[src/rtl/amp_reset_sequencer.sv]
module amp_reset_sequencer #(
  parameter int HOLD_CYCLES    = 100000,
  parameter int PERIOD_MIN     = 250,
  parameter int PERIOD_MAX     = 285,
  parameter int GOOD_PERIODS   = 4,
  parameter int STUCK_CYCLES   = 570,
  parameter int RECOVER_CYCLES = 1000,
  parameter int MAX_RETRIES    = 3
) (
  input  logic clk,
  input  logic rst_n,
  input  logic gate_ok,
  input  logic pwr_ok,
  input  logic pwm_in,
  input  logic mod_ready,
  input  logic pd_req,
  input  logic stage_ok,
  output logic amp_rst_n,
  output logic recovering,
  output logic persist_fault,
  output logic seq_error
);

  localparam int HW = $clog2(HOLD_CYCLES + 1);
  localparam int CW = $clog2(PERIOD_MAX + 2);
  localparam int SW = $clog2(STUCK_CYCLES + 2);
  localparam int GW = $clog2(GOOD_PERIODS + 1);
  localparam int RW = $clog2(RECOVER_CYCLES + 1);
  localparam int TW = $clog2(MAX_RETRIES + 1);

  localparam logic [HW-1:0] HOLD_LAST = HW'(HOLD_CYCLES - 1);
  localparam logic [CW-1:0] PMIN      = CW'(PERIOD_MIN);
  localparam logic [CW-1:0] PMAX      = CW'(PERIOD_MAX);
  localparam logic [SW-1:0] STUCK_LIM = SW'(STUCK_CYCLES);
  localparam logic [GW-1:0] GOOD_N    = GW'(GOOD_PERIODS);
  localparam logic [RW-1:0] REC_LAST  = RW'(RECOVER_CYCLES - 1);
  localparam logic [TW-1:0] RETRY_N   = TW'(MAX_RETRIES);

  typedef enum logic [2:0] {S_OFF, S_HOLD, S_ARM, S_RUN, S_RECOVER, S_LOCK} seq_state_t;

  seq_state_t state, nstate;

  logic [2:0]    pwm_sh;
  logic [CW-1:0] per_cnt;
  logic [SW-1:0] lvl_cnt;
  logic [GW-1:0] good_cnt;
  logic [HW-1:0] hold_cnt;
  logic [RW-1:0] rec_cnt;
  logic [TW-1:0] retries;

  wire pwm_rise = pwm_sh[1] & ~pwm_sh[2];
  wire pwm_edge = pwm_sh[1] ^ pwm_sh[2];
  wire in_win   = (per_cnt >= PMIN) && (per_cnt <= PMAX);
  wire stuck    = lvl_cnt > STUCK_LIM;
  wire pwm_ok   = (good_cnt == GOOD_N) && !stuck;
  wire abort    = !gate_ok || pd_req || seq_error;

  always_ff @(posedge clk or negedge rst_n) begin
    if (!rst_n) begin
      pwm_sh   <= '0;
      per_cnt  <= '1;
      lvl_cnt  <= '0;
      good_cnt <= '0;
    end else begin
      pwm_sh <= {pwm_sh[1:0], pwm_in};
      if (pwm_rise) per_cnt <= CW'(1);
      else if (per_cnt != '1) per_cnt <= per_cnt + 1'b1;
      if (pwm_edge) lvl_cnt <= '0;
      else if (!stuck) lvl_cnt <= lvl_cnt + 1'b1;
      if (stuck) good_cnt <= '0;
      else if (pwm_rise) begin
        if (!in_win) good_cnt <= '0;
        else if (good_cnt != GOOD_N) good_cnt <= good_cnt + 1'b1;
      end
    end
  end

  always_comb begin
    nstate = state;
    unique case (state)
      S_OFF:     if (!abort) nstate = S_HOLD;
      S_HOLD:    if (abort) nstate = S_OFF;
                 else if (hold_cnt == HOLD_LAST) nstate = S_ARM;
      S_ARM:     if (abort) nstate = S_OFF;
                 else if (mod_ready && pwm_ok) nstate = S_RUN;
      S_RUN:     if (abort) nstate = S_OFF;
                 else if (!stage_ok) nstate = (retries == RETRY_N) ? S_LOCK : S_RECOVER;
                 else if (!mod_ready || !pwm_ok) nstate = S_ARM;
      S_RECOVER: if (abort) nstate = S_OFF;
                 else if (rec_cnt == REC_LAST) nstate = S_ARM;
      S_LOCK:    if (abort) nstate = S_OFF;
      default:   nstate = S_OFF;
    endcase
  end

  always_ff @(posedge clk or negedge rst_n) begin
    if (!rst_n) begin
      state     <= S_OFF;
      amp_rst_n <= 1'b0;
      hold_cnt  <= '0;
      rec_cnt   <= '0;
      retries   <= '0;
      seq_error <= 1'b0;
    end else begin
      state     <= nstate;
      amp_rst_n <= (nstate == S_RUN);
      hold_cnt  <= (state == S_HOLD) ? hold_cnt + 1'b1 : '0;
      rec_cnt   <= (state == S_RECOVER) ? rec_cnt + 1'b1 : '0;
      if (state == S_OFF) retries <= '0;
      else if (state == S_RUN && nstate == S_RECOVER) retries <= retries + 1'b1;
      if (pwr_ok && !gate_ok) seq_error <= 1'b1;
    end
  end

  assign recovering    = (state == S_RECOVER);
  assign persist_fault = (state == S_LOCK);

endmodule

[config.mk]
export PLATFORM = sky130hd
export DESIGN_NAME = amp_reset_sequencer
export DESIGN_NICKNAME = d
export VERILOG_FILES = /design/src/rtl/amp_reset_sequencer.sv
export SDC_FILE = /design/constraint.sdc
export NUM_CORES = 1
export LEC_CHECK = 0
export BUFFER_PORTS_ARGS = -buffer_cell sky130_fd_sc_hd__buf_4
export CELL_PAD_IN_SITES_DETAIL_PLACEMENT = 0
export CELL_PAD_IN_SITES_GLOBAL_PLACEMENT = 1
export CORE_MARGIN = 4
export CORE_UTILIZATION = 32
export CTS_CLUSTER_SIZE = 14
export DETAILED_ROUTE_END_ITERATION = 10
export PLACE_DENSITY = 0.57
export SLEW_MARGIN = 0
export SYNTH_ARGS = -nofsm -noshare
export SYNTH_HDL_FRONTEND = slang
export SYNTH_SLANG_ARGS = --single-unit
[constraint.sdc]
create_clock -name clk -period 2.55 [get_ports clk]
set_clock_uncertainty 0.2 [all_clocks]
set_input_delay 0.51 -clock clk [delete_from_list [all_inputs] [get_ports clk]]
set_output_delay 0.51 -clock clk [all_outputs]
set_load 0.01 [all_outputs]
* Word-level counts from Yosys, hierarchy flattened
Cells that the tools add are included.
Cells by class: add/sub/neg operators 6, order comparisons 3, equality and inequality tests 15, mux-type cells 25, bitwise gates (word level) 3, reduce and logical (&&, ||, !) cells 17
Operators with widths (number):
- two-way mux 3 bit | 15
- two-way mux 10 bit | 3
- adder 10 x 1 -> 10 bit, second input constant | 2
- two-way mux 9 bit | 2
- one-hot mux 3 bit (6 select lines) | 1
- adder 17 x 1 -> 17 bit, second input constant | 1
- == test 17 bit, second input constant | 1
- two-way mux 17 bit | 1
- == test 3 bit, second input constant | 4
- == test 10 bit, second input constant | 1
- greater-than comparator 10 bit, second input constant | 1
- adder 9 x 1 -> 9 bit, second input constant | 1
- == test 3 x 2 -> 1 bit, second input constant | 3
- >= comparator 9 x 8 -> 1 bit, second input constant | 1
- <= comparator 9 bit, second input constant | 1
- inequality test 9 bit, second input constant | 1
- nonzero test 2 bit | 3
- logical AND 1 bit | 5
- logical NOT 1 bit | 4
- two-way mux 2 bit | 2
- adder 3 x 1 -> 3 bit, second input constant | 1
- == test 3 x 1 -> 1 bit, second input constant | 1
- logical NOT 3 bit | 1
- logical OR 1 bit | 3
- other kinds (10) | 10
Word-level totals: bits in registers 59, input bits 8, output and inout bits 4

* Logic depth before layout (Yosys ltp)
word-level depth 13, depth in mapped cells 9

* Worst setup path after synthesis
OpenSTA, ideal clock, no wires.
path type register to register, start register per_cnt[0], end register per_cnt[7], arrival 1838 ps, setup slack 444 ps, cell stages (with the launch flop) 10, period minus slack after synthesis 2106 ps, cell sequence dfstp_2 ha_1 nand2_1 nor3_1 ha_1 clkbuf_1 nor2b_1 nor3_1 xnor2_1 nor2_1
On the way: word-level cells in the longest chain between the ends 3, elaborated cells on any way between the ends 5, those cells by class 1 x add/sub; 1 x eq/ne; 2 x mux; 1 x reduce/logical
Ends and longest elaborated chain:
- start, declared | RTL line 44 | logic [CW-1:0] per_cnt;
- start signal, assigned | RTL line 67 | else if (per_cnt != '1) per_cnt <= per_cnt + 1'b1;
- adder 9 x 1 -> 9 bit | RTL line 67
- two-way mux 9 bit | RTL line 67
- two-way mux 9 bit | RTL line 66 | if (pwm_rise) per_cnt <= CW'(1);
Parallel ways exist; a longest one is shown, timed or not. The select of a mux whose other input is x is not followed. A chain may end at the register's enable or synchronous reset.

* Worst setup path after layout
start register per_cnt[1], end register per_cnt[5]
The elaborated chain is that of the path after synthesis.

==> summary by stage <==
Run status
The flow ran to the end, and the final reports show no timing, DRC or antenna violations.

CTS
The post-CTS setup buffer count is 0. Gates resized during post-CTS repair numbered 0. The deepest clock path buffer count is 2.

The clock insertion delay at the later pin of the skew report is 0.33 ns. Buffers inserted during clock tree synthesis total 9. The clock tree synthesis step divided the H-tree into 3 levels. CTS placed an instance of clkbuf_8 at the clock tree root. Counting every sink on the clock net gives 59. The CTS tree is done. For this design, the CTS-stage hold fixing added 0 buffers.

The clock edge transition at the registers on the reported setup and hold paths is 0.07 ns.

Global routing
Global routing used 11.8% of the available tracks. The via count of the first global-routing pass is 2297. The number of antenna violations at the first check in global routing is 0. The maximum number of pins on one net before global-route repair is 60. The wire length of the first global-routing pass is 10800 um. Summed over all layers, the global routing overflow is 0.

Timing
Setup repair after global routing left no endpoint under its margin. Setup violations remaining at the end of the flow were counted as 0. After routing, the total negative slack on setup checks comes to 0 ns. The worst pin sits at a relative slew slack of 49.3%.

The max-slew violation count came to 0. The number of hold violations in the final report is 0. The worst-case hold slack is 0.0537 ns. Setup slack closes at 0.309 ns. The final critical path takes up 87.9% of the cycle. The actual slew at the worst max-slew pin is 0.761 ns.

The time the final worst path needs with I/O delays and setup is 2.24 ns. Derived from the worst setup path, the maximum achievable clock frequency is 446 MHz.

Drt
The number of violations reported at the end of detailed-routing iteration 0 is 121. The total iterations of the first detailed-routing run is 4. Across all layers, the routed design uses 2236 vias. The number of nets with antenna violations after detailed routing is 0. The routed wire length per instance is 12.7 um.

The number of remaining DRC errors is 0. The routed via count divided by cell count is 4.77. The total wire length after detailed routing is 5960 um.

Layout
The final net count is 355. The number of inserted filler cells in the final layout is 948. Once layout is complete, the utilization of the core stands at 38.5%. The number of antenna cells inserted is 0. The layout overhead on the synthesized area is 16.0%. In the final layout, the share of cells above drive strength 1 is 15.0%. The top cell types in the final layout, fill and taps aside, are dfrtp_1 (50), nor2_1 (39), nand2_1 (23). Leaving out fill and tap cells, the most frequent cell in the layout is dfrtp_1.

Critical path
Counting cells, the worst reg-to-reg path comes to 8. The data arrival time of the critical path is 2.30 ns. Along the worst path, the maximum fanout reaches 8. The worst path required time is 2.61 ns.

The critical path is of the reg -> reg type. STA classifies the critical path endpoint as a flop. The worst setup path is launched from a flop.

Synthesis
For this run, the leading register cell type out of synthesis is dfrtp_1. The netlist uses 51 different library cells. Averaged over all synthesized cells, the footprint is 9.77 um^2. Counting flops with an async set or reset pin after synthesis yields a share of 100%. The cell count after synthesis is 317. After synthesis, flip-flops and latches occupy 48.0% of the total area. The count of flip-flops with a built-in enable after synthesis is 0.

The count of synthesis-stage warnings from yosys is 0. Ranked by total cell area, the synthesized netlist is headed by dfrtp_1 (40%), dfstp_2 (7.6%), ha_1 (4.8%), nor2_1 (4.7%), xor2_1 (4.2%). After synthesis, the largest area contributor takes up 40.4% of total cell area. The flip-flop and latch count after synthesis is 59. The synthesized design spends more area on one cell type than any other, namely dfrtp_1. The number of nets handed over by synthesis was 337. The netlist area before placement is 3100 um^2.

Placement
The total half-perimeter wirelength after legalization and detailed placement is 4200 um. The number of buffers added on ports is 11. The worst slack at placement is 0.290 ns. The congestion estimate from routability-driven global placement came to 0.768.

Power
The leakage power figure is 0.00150 uW. The total power density per cell area is 635 nW/um^2. VDD sags by at most 286 uV.

Run
Max-cap violations in this run came to 0.

Die
The starting density of the core is 33.2%. The die covers 11300 um^2. The placement row count is 35.

The total area inside the core boundary comes to 9330 um^2. The die width is 106 um. The die height is 106 um. The I/O pin count is 12.

Hold path
The tightest min-delay check is of the in -> async type.
## critical path, stage by stage, from the launching register on
cell and delay (ns):
dfstp_2 0.59, ha_1 0.19, nand2_1 0.09, nor3_1 0.14, ha_1 0.35, nor2b_1 0.29
nor3_1 0.10, xnor2_1 0.13, nor2_1 0.09
## logic make-up after synthesis
| logic type | after synthesis | synth area share [%] |
|---|---|---|
| flops | 59 | 48.0 |
| compound gates | 43 | 9.25 |
| simple gates | 145 | 25.1 |
| mux | 4 | 1.29 |
| fa+ha+maj | 12 | 4.85 |
| xor+xnor | 28 | 7.92 |
| buf+inv | 26 | 3.59 |
## report_power, final
group          internal, uW  total, uW  switching, uW
Combinational          62.4        145           83.1
Clock                   728       1100            369
Sequential              990       1040           47.6
## area by class of cell
type	count	area, um^2	area share (%)
Clock buffer	12	165	4.60
Clock inverter	4	95.1	2.65
Inverter	17	63.8	1.78
Multi-Input combinational cell	232	1500	41.7
Sequential cell	59	1490	41.4
Tap cell	129	161	4.49
Timing Repair Buffer	16	120	3.34
## routing by layer
layer  GRT usage, %  routed length (um)
met1           16.2                3140
met2           17.5                2540
met3           2.67                 157
met4           5.55                 122
met5              0                   0
## cell usage after synthesis, types with 4 or more instances
| library cell | number |
|---|---|
| a21oi_1 | 15 |
| and3_1 | 7 |
| clkbuf_1 | 7 |
| dfrtp_1 | 50 |
| dfstp_2 | 9 |
| ha_1 | 12 |
| inv_1 | 17 |
| mux2i_1 | 4 |
| nand2_1 | 23 |
| nand2b_1 | 7 |
| nand3_1 | 13 |
| nand4_1 | 11 |
| nor2_1 | 39 |
| nor3_1 | 13 |
| o21ai_0 | 6 |
| or3_1 | 6 |
| or4_1 | 4 |
| xnor2_1 | 13 |
| xor2_1 | 15 |
## registers in the layout (all words and copies together), names as in the netlist
| signal | cells |
|---|---|
| amp_rst_n | 1 |
| seq_error | 1 |
| good_cnt | 3 |
| lvl_cnt | 10 |
| pwm_sh | 3 |
| rec_cnt | 10 |
| retries | 2 |
| hold_cnt | 17 |
| state | 3 |
| per_cnt | 9 |
## path summary, 6_finish.rpt
kind	startpoint	endpoint	slack, ns
worst max-delay path	per_cnt[1]	per_cnt[5]	0.31
worst min-delay path	rst_n	seq_error	0.05
worst max register to register	per_cnt[1]	per_cnt[5]	0.31
worst min register to register	pwm_sh[0]	pwm_sh[1]	0.15
max in group asynchronous	rst_n	lvl_cnt[2]	1.59
min in group clk	pwm_in	pwm_sh[0]	0.09
## through the flow
step	total power (uW)	area (um^2)	std cells
floorplan	1140	3100	317
detailed placement	1200	3330	453
CTS	2320	3590	469
global route	2390	3590	469
global placement	1200	3330	453
finish	2280	3590	469
Power figures use the tool's default switching activity.
